$ cat config.mk
export PLATFORM = sky130hd
export DESIGN_NAME = cfg3w_bank
export DESIGN_NICKNAME = d
export VERILOG_FILES = /design/src/rtl/cfg3w_pkg.sv /design/src/rtl/cfg3w_sync.sv /design/src/rtl/cfg3w_shift.sv /design/src/rtl/cfg3w_regs.sv /design/src/rtl/cfg3w_bank.sv
export SDC_FILE = /design/constraint.sdc
export NUM_CORES = 1
export LEC_CHECK = 0
export BUFFER_PORTS_ARGS = -buffer_cell sky130_fd_sc_hd__buf_4
export CORE_AREA = 2 2 81 83
export CTS_CLUSTER_DIAMETER = 40
export CTS_CLUSTER_SIZE = 25
export DETAILED_ROUTE_END_ITERATION = 6
export DIE_AREA = 0 0 83 85
export PLACE_DENSITY = 0.69
export SLEW_MARGIN = 5
export SYNTH_ARGS = -nofsm -noshare
export SYNTH_HDL_FRONTEND = slang
export SYNTH_HIERARCHICAL = 1
export SYNTH_SLANG_ARGS = --single-unit
$ cat constraint.sdc
create_clock -name clk -period 3.1 [get_ports clk]
set_clock_uncertainty 0.2 [all_clocks]
set_input_delay 0.155 -clock clk [delete_from_list [all_inputs] [get_ports clk]]
set_output_delay 0.155 -clock clk [all_outputs]
set_load 0.01 [all_outputs]
$ cat src/rtl/cfg3w_pkg.sv
package cfg3w_pkg;
  localparam int WORD_W    = 21;
  localparam int ADDR_W    = 4;
  localparam int PAY_W     = WORD_W - ADDR_W - 1;
  localparam logic [ADDR_W-1:0] CHIP_ADDR = 4'b1110;
  localparam int N_W       = 9;
  localparam int N_MIN     = 64;
  localparam int RS_W      = 2;
  localparam int CP_W      = 3;
  localparam int TS_W      = 2;
  localparam int G_W       = 6;
  localparam int SPARE_W   = PAY_W - G_W - 2;

  typedef struct packed {
    logic [N_W-1:0]  ndiv;
    logic [RS_W-1:0] rsel;
    logic [CP_W-1:0] cp;
    logic [TS_W-1:0] tst;
  } synth_cfg_t;

  typedef struct packed {
    logic [G_W-1:0] gain;
    logic           bc;
    logic           vc;
  } gain_cfg_t;

  localparam synth_cfg_t SYNTH_DEF = '{ndiv: 9'd352, rsel: 2'b10, cp: 3'b111, tst: 2'b00};
  localparam gain_cfg_t  GAIN_DEF  = '{gain: 6'b111111, bc: 1'b0, vc: 1'b1};
endpackage

$ cat src/rtl/cfg3w_sync.sv
module cfg3w_sync #(
  parameter int W      = 3,
  parameter int STAGES = 2
) (
  input  logic         clk,
  input  logic         rst,
  input  logic [W-1:0] d_i,
  output logic [W-1:0] q_o
);
  logic [W-1:0] stg [STAGES];

  for (genvar k = 0; k < STAGES; k++) begin : g_stage
    if (k == 0) begin : g_first
      always_ff @(posedge clk) begin
        if (rst) stg[k] <= '0;
        else     stg[k] <= d_i;
      end
    end else begin : g_next
      always_ff @(posedge clk) begin
        if (rst) stg[k] <= '0;
        else     stg[k] <= stg[k-1];
      end
    end
  end

  assign q_o = stg[STAGES-1];
endmodule

$ cat src/rtl/cfg3w_shift.sv
module cfg3w_shift #(
  parameter int WORD_W = 21
) (
  input  logic              clk,
  input  logic              rst,
  input  logic              sclk_i,
  input  logic              sdat_i,
  input  logic              sstb_i,
  output logic [WORD_W-1:0] word_o,
  output logic              evt_o,
  output logic              full_o
);
  localparam int CNT_W = $clog2(WORD_W + 2);

  logic             sclk_p, sstb_p;
  logic [CNT_W-1:0] cnt;
  logic             sclk_rise;

  always_ff @(posedge clk) begin
    if (rst) begin
      sclk_p <= 1'b0;
      sstb_p <= 1'b0;
    end else begin
      sclk_p <= sclk_i;
      sstb_p <= sstb_i;
    end
  end

  assign sclk_rise = sclk_i & ~sclk_p;
  assign evt_o     = sstb_i & ~sstb_p;

  always_ff @(posedge clk) begin
    if (rst) begin
      word_o <= '0;
      cnt    <= '0;
    end else if (evt_o) begin
      cnt <= '0;
    end else if (sclk_rise && !sstb_i) begin
      word_o <= {word_o[WORD_W-2:0], sdat_i};
      if (cnt != '1) cnt <= cnt + 1'b1;
    end
  end

  assign full_o = (cnt == CNT_W'(WORD_W));
endmodule

$ cat src/rtl/cfg3w_regs.sv
module cfg3w_regs
  import cfg3w_pkg::*;
(
  input  logic              clk,
  input  logic              rst,
  input  logic              evt_i,
  input  logic              full_i,
  input  logic [WORD_W-1:0] word_i,
  output synth_cfg_t        synth_o,
  output gain_cfg_t         gain_o
);
  localparam int SA_BIT = PAY_W;
  localparam int RS_LO  = PAY_W - N_W - RS_W;
  localparam int CP_LO  = RS_LO - CP_W;
  localparam int G_LO   = 2;

  logic       addr_ok, sa;
  synth_cfg_t synth_nx;
  gain_cfg_t  gain_nx;

  assign addr_ok = (word_i[WORD_W-1 -: ADDR_W] == CHIP_ADDR);
  assign sa      = word_i[SA_BIT];

  always_comb begin
    synth_nx.ndiv = word_i[PAY_W-1 -: N_W];
    synth_nx.rsel = word_i[RS_LO +: RS_W];
    for (int i = 0; i < CP_W; i++) synth_nx.cp[i] = word_i[CP_LO + CP_W - 1 - i];
    synth_nx.tst  = word_i[TS_W-1:0];
    for (int i = 0; i < G_W; i++) gain_nx.gain[i] = word_i[G_LO + G_W - 1 - i];
    gain_nx.bc = word_i[1];
    gain_nx.vc = word_i[0];
  end

  always_ff @(posedge clk) begin
    if (rst) begin
      synth_o <= SYNTH_DEF;
      gain_o  <= GAIN_DEF;
    end else if (evt_i && full_i && addr_ok) begin
      if (!sa && synth_nx.ndiv >= N_W'(N_MIN)) synth_o <= synth_nx;
      if (sa) gain_o <= gain_nx;
    end
  end
endmodule

$ cat src/rtl/cfg3w_bank.sv
module cfg3w_bank
  import cfg3w_pkg::*;
#(
  parameter int SYNC_STAGES = 2
) (
  input  logic           clk,
  input  logic           rst,
  input  logic           ser_clk_i,
  input  logic           ser_dat_i,
  input  logic           ser_stb_i,
  input  logic [G_W-1:0] gain_pin_i,
  input  logic           tx_en_i,
  output logic [N_W-1:0] ndiv_o,
  output logic [RS_W-1:0] rsel_o,
  output logic [CP_W-1:0] cp_code_o,
  output logic [TS_W-1:0] test_o,
  output logic [G_W-1:0] gain_o,
  output logic           gain_sel_o,
  output logic           vref_en_o
);
  logic [2:0]        bus_s;
  logic [WORD_W-1:0] word;
  logic              stb_evt, word_full;
  synth_cfg_t        synth_q;
  gain_cfg_t         gain_q;

  cfg3w_sync #(.W(3), .STAGES(SYNC_STAGES)) i_sync (
    .clk (clk), .rst (rst),
    .d_i ({ser_stb_i, ser_dat_i, ser_clk_i}),
    .q_o (bus_s)
  );

  cfg3w_shift #(.WORD_W(WORD_W)) i_shift (
    .clk (clk), .rst (rst),
    .sclk_i (bus_s[0]), .sdat_i (bus_s[1]), .sstb_i (bus_s[2]),
    .word_o (word), .evt_o (stb_evt), .full_o (word_full)
  );

  cfg3w_regs i_regs (
    .clk (clk), .rst (rst),
    .evt_i (stb_evt), .full_i (word_full), .word_i (word),
    .synth_o (synth_q), .gain_o (gain_q)
  );

  always_ff @(posedge clk) begin
    if (rst) begin
      ndiv_o     <= SYNTH_DEF.ndiv;
      rsel_o     <= SYNTH_DEF.rsel;
      cp_code_o  <= SYNTH_DEF.cp;
      test_o     <= SYNTH_DEF.tst;
      gain_o     <= gain_pin_i;
      gain_sel_o <= GAIN_DEF.bc;
      vref_en_o  <= 1'b0;
    end else begin
      ndiv_o     <= synth_q.ndiv;
      rsel_o     <= synth_q.rsel;
      cp_code_o  <= synth_q.cp;
      test_o     <= synth_q.tst;
      gain_o     <= gain_q.bc ? gain_q.gain : gain_pin_i;
      gain_sel_o <= gain_q.bc;
      vref_en_o  <= gain_q.vc & tx_en_i;
    end
  end
endmodule

# Yosys cells after proc, flatten, opt, wreduce, memory -nomap -nowiden
# Memory sizes are Yosys's and may differ from the RTL's.
# Index checks and enable logic that the tools add are counted.
# totals
word_cells	50
ram_bits	6
in_bits	12
regBits	76
mem_count	1
output_inout_bits	24
# memory_table
name	words	word_bits	read_ports	rd_ports_with_merged_regs	write_ports	line_no	source
i_sync.stg	2	3	2	0	2	cfg3w_sync.sv:10	logic [W-1:0] stg [STAGES];
# classes
n_eq_ne	3
bitwise	8
n_reduce_logical	11
n_mux	7
order_cmp	1
addsub	1
# ops
op	count
two-way mux 6 bit	2
>= comparator 9 x 7 -> 1 bit, second input constant	1
AND reduction 2 bit	4
two-way mux 3 bit	2
adder 5 x 1 -> 5 bit, second input constant	1
== test 5 bit, second input constant	1
inequality test 5 bit, second input constant	1
== test 4 bit, second input constant	1
logical AND 1 bit	4
AND 1 bit	3
two-way mux 1 bit	3
inverter 1 bit	3
logical NOT 1 bit	2
OR 1 bit	2
OR reduction 2 bit	1

# Logic depth before layout (Yosys ltp)
# logic_depth
word_depth	5
ltp_mapped	8
mapped_depth_nobuf	6

# By module
# The synthesis kept the hierarchy.
# modules_own_cells
module	cells_per_inst	seq_area_each_um2	n_inst	area_per_inst_um2
cfg3w_shift	128	560.5	1	1083.5
cfg3w_regs	104	480.5	1	1039.7
cfg3w_bank	51	480.5	1	719.4
cfg3w_sync	12	120.1	1	157.7

# Least setup slack after synthesis
# No wires, ideal clock.
# synth_timing
path_kind	reg2reg
from	memory i_sync.stg[1][2]
to	register i_regs/synth_o[12] (netlist bit)
path_slack_ps	1234
t_arrival_ps	1594
stages_incl_launch_ff	8
n_path_buf	2
setup_ps	72
synth_period_minus_slack_ps	1866
required_ps	2828
path_cell_list	dfxtp_1 or2b_1 inv_1 and4b_1 nor4b_4 buf_6 buf_12 mux2i_1
# synth_rtl
element	line_no	source
start, declared	cfg3w_sync.sv:10	
end signal, assigned	cfg3w_regs.sv:39	if (!sa && synth_nx.ndiv >= N_W'(N_MIN)) synth_o <= synth_nx;
end, declared	cfg3w_regs.sv:9	output synth_cfg_t synth_o,

==> results.py <==
metrics = {
    "synthesis": {
        "netlist.top_cell.by_area": "dfxtp_1",
        "syn_nets": 310,
        "synth_simple_gate_area_share_pct": 24.27,
        "yosysSeqAreaShare_pct": 54.71,
        "synth-async-reset-ratio_pct": 0,
        "synth-edff-count": 0,
        "synth.distinct_cells": 35,
        "synth.area.top_cells": "dfxtp_1 55%, mux2i_1 8.3%, nand2_1 5.8%",
        "ys_ff_latch": 82,
        "syn_area_sq_um": 3000,
        "synth_top_area_share_pct": 54.71,
        "synthCells": 295,
        "ys.flop_type": "dfxtp_1",
        "synthMuxAreaShare_pct": 11.34,
        "synth_fa_ha_area_share_pct": 1.251,
        "synth_xor_area_share_pct": 0.2919,
        "synth_compound_area_share_pct": 4.504,
        "syn_area_per_cell_sq_um": 10.17,
        "synth_top_family_by_area": "simple AND/OR/NAND/NOR gates",
        "yosysWarningCount": 6,
    },
    "floorplanning": {
        "core_sq_um": 6205,
        "io_pins": 36,
        "start_util_pct": 48.36,
        "die_w_microns": 83,
        "die-area_sq_um": 7055,
        "fp.dieH_microns": 85,
        "rows": 29,
    },
    "drt": {
        "routed_wl_microns": 4716,
        "postRouteAntennaNets": 0,
        "firstDrtPassIters": 4,
        "vias": 2000,
        "drc": 0,
        "drt_iter0_drc": 132,
        "post_drt_wl_per_cell_microns": 11.26,
        "vias_per_cell": 4.773,
    },
    "setup_path": {
        "critical_path_class": "flip-flop to flip-flop",
        "rr_worst_depth": 6,
        "arrival_ns": 2.11,
        "cp.depth": 6,
        "path_delay_family": "simple AND/OR/NAND/NOR gates",
        "crit_path_end_kind": "flip-flop",
        "crit_chain": "or2b_1, inv_1, and4b_1, nor4b_4, buf_4, mux2i_1",
        "cp_slowest_cell": "dfxtp_1",
        "cp_max_fo": 16,
        "cp-start-kind": "flip-flop",
        "rrSetupSlack_ns": 1.07,
        "path_buf_inv": 2,
        "cpPeakStageDelay_ns": 0.44,
        "cp.required_ns": 3.17,
    },
    "sta": {
        "fmax_mhz": 491.4,
        "setup_violations": 0,
        "rsz0062_at_grt": "false",
        "whs_ns": 0.03158,
        "hold_viol_final": 0,
        "fin_crit_sh_pct": 65.64,
        "fin_tns_setup_ns": 0,
        "min_period_ns": 2.035,
        "slew-limit-headroom_pct": 48.98,
        "worstMarginPinSlew_ns": 0.7653,
        "slew_viol_final": 0,
    },
    "power_and_ir_drop": {
        "power_density_nw_per_um2": 550.7,
        "vdd_ir_drop_max_mv": 0.3073,
        "power_uw": 1983,
        "leakage_uw": 0.001402,
    },
    "global_routing": {
        "grt_overflow": 0,
        "grt_start_max_net_pins": 49,
        "antenna_found_initial": 0,
        "grt_pass1_wl_microns": 8142,
        "grt_pass1_vias": 1803,
        "track_usage_pct": 14.49,
        "grt_busiest_layer": "met2",
        "met2_usage_pct": 22.14,
        "use_met3_pct": 4.475,
        "use_met1_pct": 18.68,
    },
    "clocking": {
        "clkLatencyLatePin_ns": 0.35,
        "cts_tree": "yes",
        "cts_buffer_depth": 2,
        "htree_levels": 3,
        "cts_made_buffers": 9,
        "root_buffer": "clkbuf_8",
        "postCtsResizedCells": 0,
        "clkSinkCount": 82,
        "path_clk_slew_ns": 0.08,
    },
    "final_layout": {
        "syn2layout_area_growth_pct": 20.02,
        "nNetsFinal": 353,
        "n_antenna_cell": 0,
        "drive_gt1_share_pct": 23.10,
    },
    "placed_design": {
        "gp_congestion": 0.7294,
        "io_buffers": 35,
        "hpwl_microns": 2968,
    },
    "run_status": {
        "status": "finished, final reports clean",
    },
    "worst_hold_path": {
        "hold_path_class": "primary input to flip-flop",
        "holdPathStages": 2,
    },
    "run": {
        "maxCapViolCount": 0,
    },
}
==> stage by stage <==
step	setup WS, ns	utilization [%]	cells	cell area (sq um)
3_5_place_dp	1.095	52.93	394	3284
4_1_cts	1.063	58.04	419	3601
6_report	1.065	58.04	419	3601
3_3_place_gp	1.145	52.93	394	3284
5_1_grt	0.9202	58.04	419	3601
2_1_floorplan	1.234	-	295	3000
==> placed cells by master (no fill, tap or decap), types with 2 or more instances in the layout <==
cell type	n
mux2i_1	25
and2b_2	7
inv_1	3
or2_2	7
a21oi_1	23
bufinv_16	2
clkinv_2	2
and3_1	2
nor4b_4	2
ha_1	3
clkbuf_8	10
nor2b_1	10
dlygate4sd3_1	10
nand2b_1	20
or3b_1	2
nand2_1	46
nor2_1	26
mux2_4	6
dfxtp_1	82
buf_4	38
==> cell usage after synthesis, types with 2 or more instances <==
library cell and instances:
and3_1 2, inv_1 3, mux2i_1 25, clkbuf_1 8, nand2_1 46, ha_1 3
nand2b_1 20, nor2b_1 10, and2b_2 7, buf_2 4, dfxtp_1 82, mux2_4 6
buf_6 2, a21oi_1 23, or3b_1 2, or2_2 7, nor2_1 26, nor4b_4 2
==> sequential cells by signal, summed over array words and instances, names as in the netlist, 2 cells and up <==
register,flops
i_regs/synth_o,16
rsel_o,2
gain_o,6
cp_code_o,3
i_shift/cnt,5
ndiv_o,9
test_o,2
i_sync/stg,6
i_shift/word_o,21
i_regs/gain_o,8
==> layer usage <==
layer  vias up  share of wire (%)
met2        42                 44
met3         9                4.5
met4         0                1.9
met5         -                  0
li1       1043                  -
met1       906                 50
==> final cells by class <==
class                      instances  area [sq um]
inverter                           3         11.26
clock buffer                      10         137.6
multi-input combinational        194          1250
tap                               77         96.34
fill                             538          2604
clock inverter                     5         78.83
sequential                        82          1642
timing repair buffer              48         385.4
==> power breakdown <==
part	leakage [uW]	internal, uW	switching [uW]
Clock	0.000112	470	365
Sequential	0.000665	1060	4.81
Combinational	0.000624	42.7	38.3
Total	0.00140	1580	408
==> worst register-to-register path, stage by stage (launching register included) <==
cell and delay, ns:
dfxtp_1 0.44, or2b_1 0.29, inv_1 0.06, and4b_1 0.23, nor4b_4 0.19, buf_4 0.32
mux2i_1 0.23
==> worst paths after layout <==
| check | from | endpoint |
|---|---|---|
| worst max register to register | i_sync/stg[1][2] | i_regs/synth_o[9] |
| worst min register to register | i_regs/synth_o[3] | cp_code_o[1] |
| worst min-delay path | rst | i_sync/stg[0][2] |
| worst max-delay path | i_sync/stg[1][2] | i_regs/synth_o[9] |
==> cell families (layout without fill, tap and decap cells) <==
family	Yosys count	in the layout
muxes	31	31
AOI/OAI and AO/OA	26	26
buffers and inverters	19	66
adders and majority gates	3	3
xor gates and xnor gates	1	1
DFF	82	82
and+or+nand+nor	133	133
==> what timing repair did <==
item / in CTS / in global routing
buffers inserted: 0 / 0
endpoints found under the setup margin: 0 / 0
endpoints found under the hold margin: 10 / 0
hold buffers: 10 / 0
No activity file was read; power rests on OpenSTA's default activity.
